===== src/rtl/seg_xlate_pkg.sv =====
`timescale 1ns/1ps
package seg_xlate_pkg;
    localparam int CTX_W   = 5;
    localparam int RIGHT_W = CTX_W - 1;
    localparam int PN_W    = 4;
    localparam int OFF_W   = 8;
    localparam int DISP_W  = PN_W + OFF_W;
    localparam int SIZE_W  = PN_W + 1;
    localparam int FRAME_W = 10;
    localparam int PA_W    = FRAME_W + OFF_W;

    typedef struct packed {
        logic               present;
        logic [RIGHT_W-1:0] wr_ctx;
        logic [RIGHT_W-1:0] rd_ctx;
        logic [FRAME_W-1:0] frame;
    } pte_t;

    localparam int PTE_W = $bits(pte_t);

    typedef enum logic [1:0] {
        FLT_NONE   = 2'd0,
        FLT_ADDR   = 2'd1,
        FLT_PROT   = 2'd2,
        FLT_ABSENT = 2'd3
    } fault_e;

    function automatic logic ctx_grant(input logic [RIGHT_W-1:0] field,
                                       input logic [RIGHT_W-1:0] dom,
                                       input logic [CTX_W-1:0]   port);
        return port[CTX_W-1] | (|(field & dom & port[RIGHT_W-1:0]));
    endfunction
endpackage


===== src/rtl/xlt_bounds.sv =====
`timescale 1ns/1ps
module xlt_bounds
    import seg_xlate_pkg::*;
#(
    parameter int PT_AW = 5
) (
    input  logic [DISP_W-1:0] disp,
    input  logic [SIZE_W-1:0] size,
    input  logic [PT_AW-1:0]  base,
    output logic [OFF_W-1:0]  offset,
    output logic              out_of_range,
    output logic [PT_AW-1:0]  pt_index
);
    localparam int SUM_W = (PT_AW > PN_W) ? PT_AW : PN_W;

    logic [PN_W-1:0]  page;
    logic [SUM_W-1:0] sum;

    always_comb begin
        page         = disp[DISP_W-1:OFF_W];
        offset       = disp[OFF_W-1:0];
        out_of_range = ({1'b0, page} >= size);
        sum          = SUM_W'(base) + SUM_W'(page);
        pt_index     = sum[PT_AW-1:0];
    end
endmodule


===== src/rtl/xlt_pt_ram.sv =====
`timescale 1ns/1ps
module xlt_pt_ram #(
    parameter int DEPTH = 32,
    parameter int AW    = 5,
    parameter int DW    = 19
) (
    input  logic          clk,
    input  logic          we,
    input  logic [AW-1:0] waddr,
    input  logic [DW-1:0] wdata,
    input  logic          re,
    input  logic [AW-1:0] raddr,
    output logic [DW-1:0] rdata
);
    logic [DW-1:0] mem [DEPTH];

    always_ff @(posedge clk) begin
        if (we) mem[waddr] <= wdata;
        if (re) rdata <= mem[raddr];
    end
endmodule


===== src/rtl/xlt_rights.sv =====
`timescale 1ns/1ps
module xlt_rights
    import seg_xlate_pkg::*;
(
    input  logic               write,
    input  logic [RIGHT_W-1:0] rd_ctx,
    input  logic [RIGHT_W-1:0] wr_ctx,
    input  logic [RIGHT_W-1:0] dom,
    input  logic [CTX_W-1:0]   port,
    output logic               grant
);
    logic [RIGHT_W-1:0] field;

    always_comb begin
        field = write ? wr_ctx : rd_ctx;
        grant = ctx_grant(field, dom, port);
    end
endmodule


===== src/rtl/seg_page_xlate.sv =====
`timescale 1ns/1ps
module seg_page_xlate
    import seg_xlate_pkg::*;
#(
    parameter  int PT_DEPTH = 32,
    localparam int PT_AW    = $clog2(PT_DEPTH)
) (
    input  logic               clk,
    input  logic               rst,
    input  logic               req_valid,
    output logic               req_ready,
    input  logic               req_write,
    input  logic [DISP_W-1:0]  req_disp,
    input  logic [CTX_W-1:0]   hnd_port,
    input  logic [RIGHT_W-1:0] dom_mask,
    input  logic [SIZE_W-1:0]  seg_size,
    input  logic [PT_AW-1:0]   seg_ptbase,
    input  logic               pt_wr_en,
    input  logic [PT_AW-1:0]   pt_wr_addr,
    input  logic [PTE_W-1:0]   pt_wr_data,
    output logic               rsp_done,
    output logic [1:0]         rsp_fault,
    output logic [PA_W-1:0]    rsp_paddr
);
    // stage 1: captured request
    logic               s1_valid;
    logic               s1_write;
    logic [DISP_W-1:0]  s1_disp;
    logic [CTX_W-1:0]   s1_port;
    logic [RIGHT_W-1:0] s1_dom;
    logic [SIZE_W-1:0]  s1_size;
    logic [PT_AW-1:0]   s1_base;

    // stage 1 decode
    logic [OFF_W-1:0]   s1_off;
    logic               s1_oob;
    logic [PT_AW-1:0]   s1_idx;

    // stage 2: entry available
    logic               s2_valid;
    logic               s2_write;
    logic [OFF_W-1:0]   s2_off;
    logic [CTX_W-1:0]   s2_port;
    logic [RIGHT_W-1:0] s2_dom;
    logic               s2_oob;
    logic [PTE_W-1:0]   pte_raw;
    pte_t               pte_q;
    logic               s2_grant;
    fault_e             s2_fault;

    logic accept;

    assign req_ready = !s1_valid && !s2_valid;
    assign accept    = req_valid && req_ready;

    always_ff @(posedge clk) begin
        if (rst) begin
            s1_valid <= 1'b0;
        end else begin
            s1_valid <= accept;
        end
        if (accept) begin
            s1_write <= req_write;
            s1_disp  <= req_disp;
            s1_port  <= hnd_port;
            s1_dom   <= dom_mask;
            s1_size  <= seg_size;
            s1_base  <= seg_ptbase;
        end
    end

    xlt_bounds #(.PT_AW(PT_AW)) u_bounds (
        .disp         (s1_disp),
        .size         (s1_size),
        .base         (s1_base),
        .offset       (s1_off),
        .out_of_range (s1_oob),
        .pt_index     (s1_idx)
    );

    xlt_pt_ram #(.DEPTH(PT_DEPTH), .AW(PT_AW), .DW(PTE_W)) u_ram (
        .clk   (clk),
        .we    (pt_wr_en),
        .waddr (pt_wr_addr),
        .wdata (pt_wr_data),
        .re    (s1_valid && !s1_oob),
        .raddr (s1_idx),
        .rdata (pte_raw)
    );

    always_ff @(posedge clk) begin
        if (rst) begin
            s2_valid <= 1'b0;
        end else begin
            s2_valid <= s1_valid;
        end
        if (s1_valid) begin
            s2_write <= s1_write;
            s2_off   <= s1_off;
            s2_port  <= s1_port;
            s2_dom   <= s1_dom;
            s2_oob   <= s1_oob;
        end
    end

    assign pte_q = pte_t'(pte_raw);

    xlt_rights u_rights (
        .write  (s2_write),
        .rd_ctx (pte_q.rd_ctx),
        .wr_ctx (pte_q.wr_ctx),
        .dom    (s2_dom),
        .port   (s2_port),
        .grant  (s2_grant)
    );

    always_comb begin
        if (s2_oob)              s2_fault = FLT_ADDR;
        else if (!s2_grant)      s2_fault = FLT_PROT;
        else if (!pte_q.present) s2_fault = FLT_ABSENT;
        else                     s2_fault = FLT_NONE;
    end

    assign rsp_done  = s2_valid;
    assign rsp_fault = s2_valid ? s2_fault : FLT_NONE;
    assign rsp_paddr = (s2_valid && s2_fault == FLT_NONE) ? {pte_q.frame, s2_off} : '0;
endmodule


===== config.mk =====
export PLATFORM = sky130hd
export DESIGN_NAME = seg_page_xlate
export DESIGN_NICKNAME = d
export VERILOG_FILES = /design/src/rtl/seg_xlate_pkg.sv /design/src/rtl/xlt_bounds.sv /design/src/rtl/xlt_pt_ram.sv /design/src/rtl/xlt_rights.sv /design/src/rtl/seg_page_xlate.sv
export SDC_FILE = /design/constraint.sdc
export NUM_CORES = 1
export LEC_CHECK = 0
export ABC_CLOCK_PERIOD_IN_PS = 3300
export BUFFER_PORTS_ARGS = -buffer_cell sky130_fd_sc_hd__buf_4
export CAP_MARGIN = 10
export CORE_AREA = 10 10 284 286
export CTS_BUF_LIST = sky130_fd_sc_hd__clkbuf_4
export CTS_CLUSTER_SIZE = 16
export DETAILED_ROUTE_END_ITERATION = 6
export DIE_AREA = 0 0 294 296
export GPL_TIMING_DRIVEN = 0
export MAX_ROUTING_LAYER = met4
export SETUP_SLACK_MARGIN = 0.02
export SYNTH_ARGS = -nofsm -noshare
export SYNTH_HDL_FRONTEND = slang
export SYNTH_SLANG_ARGS = --single-unit

===== constraint.sdc =====
create_clock -name clk -period 3.3 [get_ports clk]
set_input_delay 0.165 -clock clk [delete_from_list [all_inputs] [get_ports clk]]
set_output_delay 0.165 -clock clk [all_outputs]
set_load 0.01 [all_outputs]

# Yosys cells after proc, flatten, opt, wreduce, memory -nomap -nowiden
# Memory sizes are Yosys's and may differ from the RTL's. A register that Yosys moved wholly into a read port is not among the register bits.
# Index checks and enable logic that the tools add are counted.
# classes
add_sub_neg,1
n_lt_le_gt_ge,1
mux,8
bitwise,3
reduce_logical,9
# op_table
cell,count
18-bit 2-to-1 mux,1
4-bit bitwise AND,2
2-bit 2-to-1 mux,4
5-bit by 4-bit adder with 5-bit output,1
4-bit by 5-bit >= comparator with 1-bit output,1
1-bit logical AND,4
4-bit 2-to-1 mux,1
4-bit OR reduction,1
1-bit logical NOT,3
2-bit logical NOT,1
1-bit 2-to-1 mux,2
1-bit bitwise OR,1
# totals
ff_bits,53
ramBits,608
inputBits,60
output_inout_bits,22
wordCells,36
n_memories,1
# mem_list
memory,depth,width,read_ports,rd_ports_with_merged_regs,wr,line_no,source
u_ram.mem,32,19,1,1,1,xlt_pt_ram.sv:15,logic [DW-1:0] mem [DEPTH];

# Depth between registers and ports, before layout
# Gate-level depths: netlist of the first run.
# depth
ltp_word,10
ltp_mapped,9
mapped_depth_nobuf,8

# Hierarchy
# A second synthesis of the first run with hierarchy kept.
# hier_totals
hier_cells,1478
hier_area_um2,26590.5
# modules_own_cells
module,n_inst,cells_per_inst,area_each_um2,seq_area_each_um2
xlt_pt_ram,1,1346,24435.9,18828.1
seg_page_xlate,1,83,1773.0,1571.5
xlt_bounds,1,40,305.3,0.0
xlt_rights,1,9,76.3,0.0

# Least setup slack after synthesis of the first run
# OpenSTA, ideal clock, no wires.
# synth_path
path_kind,register to register
startpoint,register s1_disp[8]
endpoint,"register u_ram.rdata[5], read port of u_ram.mem (data pin)"
setup_time_ns,0.260
arrival_time_ns,2.507
required_ns,3.040
setup_slack_ns,0.533
stages_incl_launch_ff,10
n_path_buf,3
synth_period_minus_slack_ns,2.767
cell_sequence,edfxtp_1 > ha_1 > fa_1 > buf_4 > buf_2 > clkbuf_1 > mux4_2 > mux2i_1 > mux2i_1 > mux2_2
# synth_between
elab_chain_len,3
word_cells_on_any_way,4
cone_classes,1 x add/sub; 1 x order compare; 2 x reduce/logical
# synth_rtl
element,line_no,source
start: declaration,seg_page_xlate.sv:28,logic [DISP_W-1:0] s1_disp;
start signal: assignment,seg_page_xlate.sv:64,s1_disp <= req_disp;
4-bit by 5-bit >= comparator with 1-bit output,xlt_bounds.sv:22,"out_of_range = ({1'b0, page} >= size);"
1-bit logical NOT,seg_page_xlate.sv:86,".re (s1_valid && !s1_oob),"
1-bit logical AND,seg_page_xlate.sv:86,
end: declaration,xlt_pt_ram.sv:13,output logic [DW-1:0] rdata
# Several ways; a longest one is shown, not always the timed one.
# A chain may end at the register's enable or synchronous reset.

# Worst setup path in the final report of the first run
# layout_path
startpoint,register s1_disp[8]
endpoint,"register u_ram.rdata[12], read port of u_ram.mem (data pin)"
# Same word-level chain as after synthesis.

==> results.ini, run 1 <==
[status]
status=finished, final reports clean

[finish]
layout-drive-gt1-share_pct=39.88
n_fill_cell=6459
nNetsFinal=1595
syn_to_final_growth_pct=21.96

[sta]
max_freq_mhz=317.2
setup-violations-final=0
finalClockSkew_ps=55.60
maxSlewViolCount=0
tns_ps=0
layout_min_cycle_time_ps=3152
slew-limit-headroom_pct=34.05
finalHoldWorstSlack_ps=191.4
hold_viol=0
worstMarginPinSlew_ps=987.8
period_share_pct=95.53

[critical_path]
reg2reg_depth=8
path_common_cell=buf_4
crit_buf_inv=3
worst-setup-path-type=flip-flop to flip-flop
crit_path_start_kind=flip-flop
r2r-end=u_ram.rdata[12]
critPathArrivalTime_ps=3810
worstSetupEndpointType=flip-flop
critPathMaxStageDelay_ps=490
worstPathRequired_ps=3950
r2r_start=s1_disp[8]
path_cells=ha_1, fa_1, buf_4, buf_4, clkbuf_2, mux4_2, mux2i_1, a221oi_1
path_max_fanout=10
r2r_slack_ps=150
cpLargestDelayFamily=buffers and inverters
critPathSlowestCell=fa_1

[placement]
numPortBuffers=81
dp.final_hpwl_um=40740
place_congestion=0.7606

[synthesis]
synthTopCellsByArea=edfxtp_1 78%, mux4_2 13%, mux2i_1 2.4%
synth_top_area_share_pct=78.28
synthCells=1145
yosys_warnings=0
synth_cell_type_count=39
syn_avg_cell_area_um2=22.72
ys_top_cells_by_count=678 x edfxtp_1, 152 x mux4_2, 62 x mux2i_1
synth_top_cell_by_area=edfxtp_1
async_flop_share_pct=0
ys_seq_area_share_pct=78.43
synthFlopType=edfxtp_1
ys_seq_elements=680
synth_area_um2=26010
yosysMostFrequentCell=edfxtp_1
postSynthNetCount=1214
synth_edf_count=678

[global_routing]
overflow=0
grt_use_met2_pct=23.19
grtUsageMet1_pct=18.79
grt_pass1_wl_um=91900
grt_max_degree=34
grt_usage_pct=15.03
met3_usage_pct=4.475
antenna_found_initial=6
grt_busiest_layer=met2
grt_pass1_vias=14060

[clock_tree]
cts_made_buffers=170
cts_tree=built
worst_skew_pair.late_latency_ps=970
clk_pin_slew_ps=70
clockBufferDepth=3
htreeDepth=4
cts-root-buf=clkbuf_4
cts.sinks=680

[power]
power_density_nw_per_um2=595.0
ir_drop_mv=0.3389
leakage_nw=10.51

[floorplan]
boundaryPins=82
dieArea_um2=87020
rows=101
start_util_pct=34.59
core_um2=75190
fp.dieH_um=296
die_x_um=294

[route]
drt_first_iter_violations=1107
drt_pass1_iterations=5
wl_per_cell_um=24.10
vias_per_cell=5.026
routed_wl_um=63060
route.detailed.drc=0
ant_nets=0
vias=13150

[min_path]
whs_endpoint=u_ram.mem[13][17]
hold_depth=2
hp-start=pt_wr_data[17]
hp-class=input port to flip-flop

[run]
drv_cap=0

==> stage by stage <==
step / utilization (%) / total power [mW] / area [um^2] / cells / setup WS [ps]
global placement: 37.03 / 12.08 / 27840 / 2204 / -323.7
CTS: 41.91 / 19.04 / 31510 / 2611 / 23.93
global route: 42.19 / 19.73 / 31720 / 2617 / -8.297
detailed placement: 37.87 / 12.13 / 28470 / 2237 / -351.1
finish: 42.19 / 18.87 / 31720 / 2617 / 147.6
floorplan: - / 11.22 / 26010 / 1145 / 532.9
==> per-layer routing <==
metal  routed length (um)  vias to the layer above  share of wire (%)
li1                     -                     5690                  -
met1                26760                     6869                 42
met2                30660                      502                 49
met3                 4371                       92                6.9
met4                 1263                        0                2.0
met5                    0                        -                  0
==> report_power, final <==
group          switching, mW  internal, mW  total (mW)
clock network           3.23          3.56        6.80
logic                   1.35         0.986        2.34
registers             0.0460          9.69        9.74
==> worst max path at each step <==
stage                     from               to  depth (start not counted)
detailed placement  s1_disp[8]   u_ram.rdata[4]                          8
CTS                 s1_disp[9]  u_ram.rdata[11]                          9
floorplan           s1_disp[8]   u_ram.rdata[5]                          9
global placement    s1_disp[8]   u_ram.rdata[7]                          8
global route          s2_write     rsp_paddr[0]                          8
finish              s1_disp[8]  u_ram.rdata[12]                          8
==> state kept, by name, indices dropped and copies added, names as in the netlist <==
signal,count
rsp_done,1
s2_port,5
s1_write,1
s1_disp,12
s2_off,8
s1_port,5
s1_dom,4
s1_size,5
u_ram.rdata,19
u_ram.mem,608
s2_dom,4
s2_write,1
s1_base,5
s2_oob,1
s1_valid,1
==> cell families (layout without fill, tap and decap cells) <==
kind of cell               Yosys count  in the layout  synth area share (%)
buffers and inverters               58            548                 1.203
and+or+nand+nor                    125            125                 2.309
AOI/OAI and AO/OA                   51             51                 1.722
DFF                                680            680                 78.43
adders and majority gates            9              9                0.4618
other                                0              4                     0
xor gates and xnor gates             5              5                0.1973
muxes                              217            217                 15.68
==> layout make-up <==
class,instances,area (um^2),share of cell area (%)
flip-flops and latches,680,20400,64.31
multi-input cells,407,5510,17.37
repair buffers,209,2181,6.875
clock buffers,248,1862,5.869
well taps,978,1224,3.857
plain buffers,53,325.3,1.025
clock inverters,33,192.7,0.6074
inverters,5,18.77,0.05916
diodes,4,10.01,0.03155
==> cell usage in the layout (no fill, tap or decap), types with 3 or more instances in the layout <==
cell type      count
a221oi_2           7
buf_6             18
and2_4            10
dlygate4sd3_1     91
clkinv_1          22
a21oi_2            3
nand3_1            3
inv_1              5
clkbuf_4         251
clkbuf_2          11
nand2_1           42
or3b_2             3
diode_2            4
mux4_2           152
nor3_1             3
a21o_1             3
a221oi_1          11
nor2_2            33
nor2_1             6
buf_4             79
a32o_1            18
and2_1             8
clkinvlp_4         3
inv_2              5
edfxtp_1         678
ha_1               8
clkbuf_1           3
mux2i_2            6
nand3b_1           5
nor2b_1            5
buf_2             21
buf_8             30
buf_16             4
mux2i_1           56
==> repair_timing <==
action                                   CTS  global route
buffers inserted                           2             1
resized for setup                         24            40
pin swaps                                  1             7
hold buffers                              91             0
gates cloned                               0             1
endpoints found under the hold margin   1076             0
endpoints found under the setup margin    37            31
No activity file was read; power rests on OpenSTA's default activity.
==> run 2: changes to the inputs <==
--- a/config.mk
+++ b/config.mk
@@ -7,6 +7,6 @@
 export LEC_CHECK = 0
-export ABC_CLOCK_PERIOD_IN_PS = 3300
+export ABC_CLOCK_PERIOD_IN_PS = 2800
 export BUFFER_PORTS_ARGS = -buffer_cell sky130_fd_sc_hd__buf_4
 export CAP_MARGIN = 10
-export CORE_AREA = 10 10 284 286
+export CORE_AREA = 2 2 276 278
 export CTS_BUF_LIST = sky130_fd_sc_hd__clkbuf_4
@@ -14,3 +14,3 @@
 export DETAILED_ROUTE_END_ITERATION = 6
-export DIE_AREA = 0 0 294 296
+export DIE_AREA = 0 0 278 280
 export GPL_TIMING_DRIVEN = 0
==> constraint.sdc (replaced) <==
create_clock -name clk -period 2.8 [get_ports clk]
set_input_delay 0.56 -clock clk [delete_from_list [all_inputs] [get_ports clk]]
set_output_delay 0.56 -clock clk [all_outputs]
set_load 0.01 [all_outputs]
==> run 2 against run 1 <==
  * The run now ends with negative setup slack left
  * Clock skew is 8.6 ps higher
  * Die area is 11% lower
  * Via count is 0.26% higher
  * Global-route usage is 1.7 points higher
  * Combinational power is 36% higher
  * Worst setup slack worse by 880 ps
  * Core utilization is 0.64 points higher
  * Cell area is 1.5% higher
  * Critical path type is now flip-flop to output pin
  * Critical endpoint is now rsp_paddr[10]
  * Largest cell class unchanged
  * Largest power group unchanged
  * Highest routed layer unchanged
==> results.ini, run 2 (synthesized netlist as in run 1, its figures left out) <==
[finish]
final_util_pct=42.83  ; +0.64 points
final_area_um2=32200  ; +1.5%
final_cells=2599  ; -0.69%
syn_to_final_growth_pct=23.81
layout_commonest_cell=edfxtp_1
layout-drive-gt1-share_pct=45.75  ; +5.9 points
nNetsFinal=1574  ; -1.3%
top_register=u_ram.mem
n_fill_cell=6473  ; +0.22%
mostFrequentLayoutCells=678 x edfxtp_1, 258 x clkbuf_4, 152 x mux4_2
top_regs=u_ram.mem x608, u_ram.rdata x19, s1_disp x12
largest_register_ffs=608  ; unchanged

[sta]
maxSlewViolCount=0  ; unchanged
max_freq_mhz=283.0
worstMarginPinSlew_ps=907.1  ; -80.76 ps
layout_min_cycle_time_ps=3533
finalClockSkew_ps=64.16  ; +8.555 ps
period_share_pct=126.2
rsz0062_at_grt=true
tns_ps=-14010  ; -14010 ps
hold_viol=0  ; unchanged
slew-limit-headroom_pct=39.46  ; +5.4 points
setup-violations-final=20  ; +20
setup_ws_ps=-733.3  ; -880.9 ps

[power]
p_clk_share_pct=35.4  ; -0.6 points
power_density_nw_per_um2=704.5  ; +18%
ir_drop_mv=0.3717  ; +9.7%
sw_frac_of_total_pct=24.97  ; +0.43 points
pwr-share-seq_pct=50.6  ; -1.0 points
p_int_mw=17.02  ; +20%
leakage_nw=10.64  ; +1.2%
switchingPower_mw=5.665  ; +22%
power_mw=22.69  ; +20%
pwr-share-comb_pct=14.0  ; +1.6 points

[critical_path]
crit_path_start_kind=flip-flop
crit_start=s2_write
path_max_fanout=5  ; -5
r2r-end=u_ram.rdata[5]
reg2reg_depth=10  ; +2
r2r_slack_ps=60  ; -90 ps
worstPathRequired_ps=2240  ; -1710 ps
r2r_start=s1_disp[8]
worst-setup-path-type=flip-flop to output pin
critPathArrivalTime_ps=2970  ; -840 ps
worstSetupEndpointType=output pin

[placement]
dp.cells=2237  ; unchanged
numPortBuffers=81  ; unchanged
dp.final_hpwl_um=39000  ; -4.3%
placed_area_um2=28570  ; +0.35%
place_congestion=0.7600  ; about the same

[floorplan]
die_x_um=278  ; -5.4%
start_util_pct=34.59  ; unchanged
rows=101  ; unchanged
core_um2=75190  ; unchanged
boundaryPins=82  ; unchanged
fp.dieH_um=280  ; -5.4%
dieArea_um2=77840  ; -11%

[run]
drv_cap=0  ; unchanged

[global_routing]
grt_usage_pct=16.69  ; +1.7 points
antenna_found_initial=7  ; +1
grt_pass1_vias=13870  ; -1.4%
grt_max_degree=34  ; unchanged
overflow=0  ; unchanged
grt_pass1_wl_um=90410  ; -1.6%

[route]
ant_nets=0  ; unchanged
vias_per_cell=5.074  ; +0.95%
vias=13190  ; +0.26%
wl_per_cell_um=23.96  ; -0.57%
route.detailed.drc=0  ; unchanged
routed_wl_um=62270  ; -1.3%
drt_pass1_iterations=5  ; unchanged
drt_first_iter_violations=1208  ; +9.1%

[clock_tree]
cts_made_buffers=171  ; +0.59%
cts_tree=built
cts-root-buf=clkbuf_4
cts.sinks=680  ; unchanged
htreeDepth=4  ; unchanged
worst_skew_pair.late_latency_ps=1020  ; +50 ps
clockBufferDepth=3  ; unchanged
clk_pin_slew_ps=60  ; about the same

[status]
status=finished with violations
violations=negative setup slack

[min_path]
whs_endpoint=u_ram.mem[4][7]
hp-start=pt_wr_addr[2]
hold_depth=3  ; +1
hp-class=input port to flip-flop

==> run 2: cell type report <==
class                      count  area, um^2  area share, %
buffer                        53       498.0          1.546
clock inverter                33       210.2         0.6528
sequential                   680       20400          63.35
clock buffer                 248        1862          5.782
inverter                       5       18.77        0.05828
tap                          978        1224          3.800
antenna                        8       20.02        0.06217
multi-input combinational    407        5928          18.41
timing repair buffer         187        2041          6.337
==> run 2: how the worst max path moves through the flow <==
stage          cells past startpoint          endpoint
6_report                           8     rsp_paddr[10]
5_1_grt                            8     rsp_paddr[10]
4_1_cts                            8     rsp_paddr[10]
3_5_place_dp                       9    u_ram.rdata[5]
3_3_place_gp                       4  u_ram.mem[28][4]
2_1_floorplan                      9    u_ram.rdata[5]
==> run 2: power by group through the flow <==
stage	combinational [mW]	clock [mW]	sequential, mW
4_1_cts	3.08	8.26	11.5
3_5_place_dp	2.58	0	11.7
2_1_floorplan	1.55	0	11.7
5_1_grt	3.34	8.79	11.5
3_3_place_gp	2.51	0	11.7
6_report	3.18	8.02	11.5
==> run 2: critical path: stages, from the launching register on <==
cell      delay, ps
edfxtp_1        440
mux2_4          360
a31oi_4         160
o221ai_2        110
a31oi_2         200
and4bb_4        270
buf_8           150
and2_4          140
buf_6           120
==> run 2: timing repair <==
| item | 4_1_cts | 5_1_grt |
|---|---|---|
| buffers inserted | 11 | 9 |
| cloned | 1 | 0 |
| gates resized for setup | 185 | 29 |
| hold endpoints to repair | 642 | 0 |
| pin swaps | 26 | 4 |
| setup endpoints to repair | 40 | 39 |
| hold buffers | 52 | 0 |
==> run 2: per-stage QoR <==
stage | setup slack (ps) | hold WS, ps
after global placement | -870.7 | 400.5
after floorplan | 32.94 | 400.3
final | -733.3 | 197.9
after CTS | -899.6 | 85.20
after detailed placement | -797.2 | 405.7
after global routing | -955.4 | 108.1
==> run 2: per-layer routing <==
| layer | vias to the layer above | wire [um] | GRT usage [%] |
|---|---|---|---|
| met2 | 477 | 30490 | 26.24 |
| met1 | 6945 | 26550 | 21.14 |
| li1 | 5688 | - | - |
| met5 | - | 0 | - |
| met3 | 77 | 4252 | 5.030 |
| met4 | 0 | 971 | 4.546 |
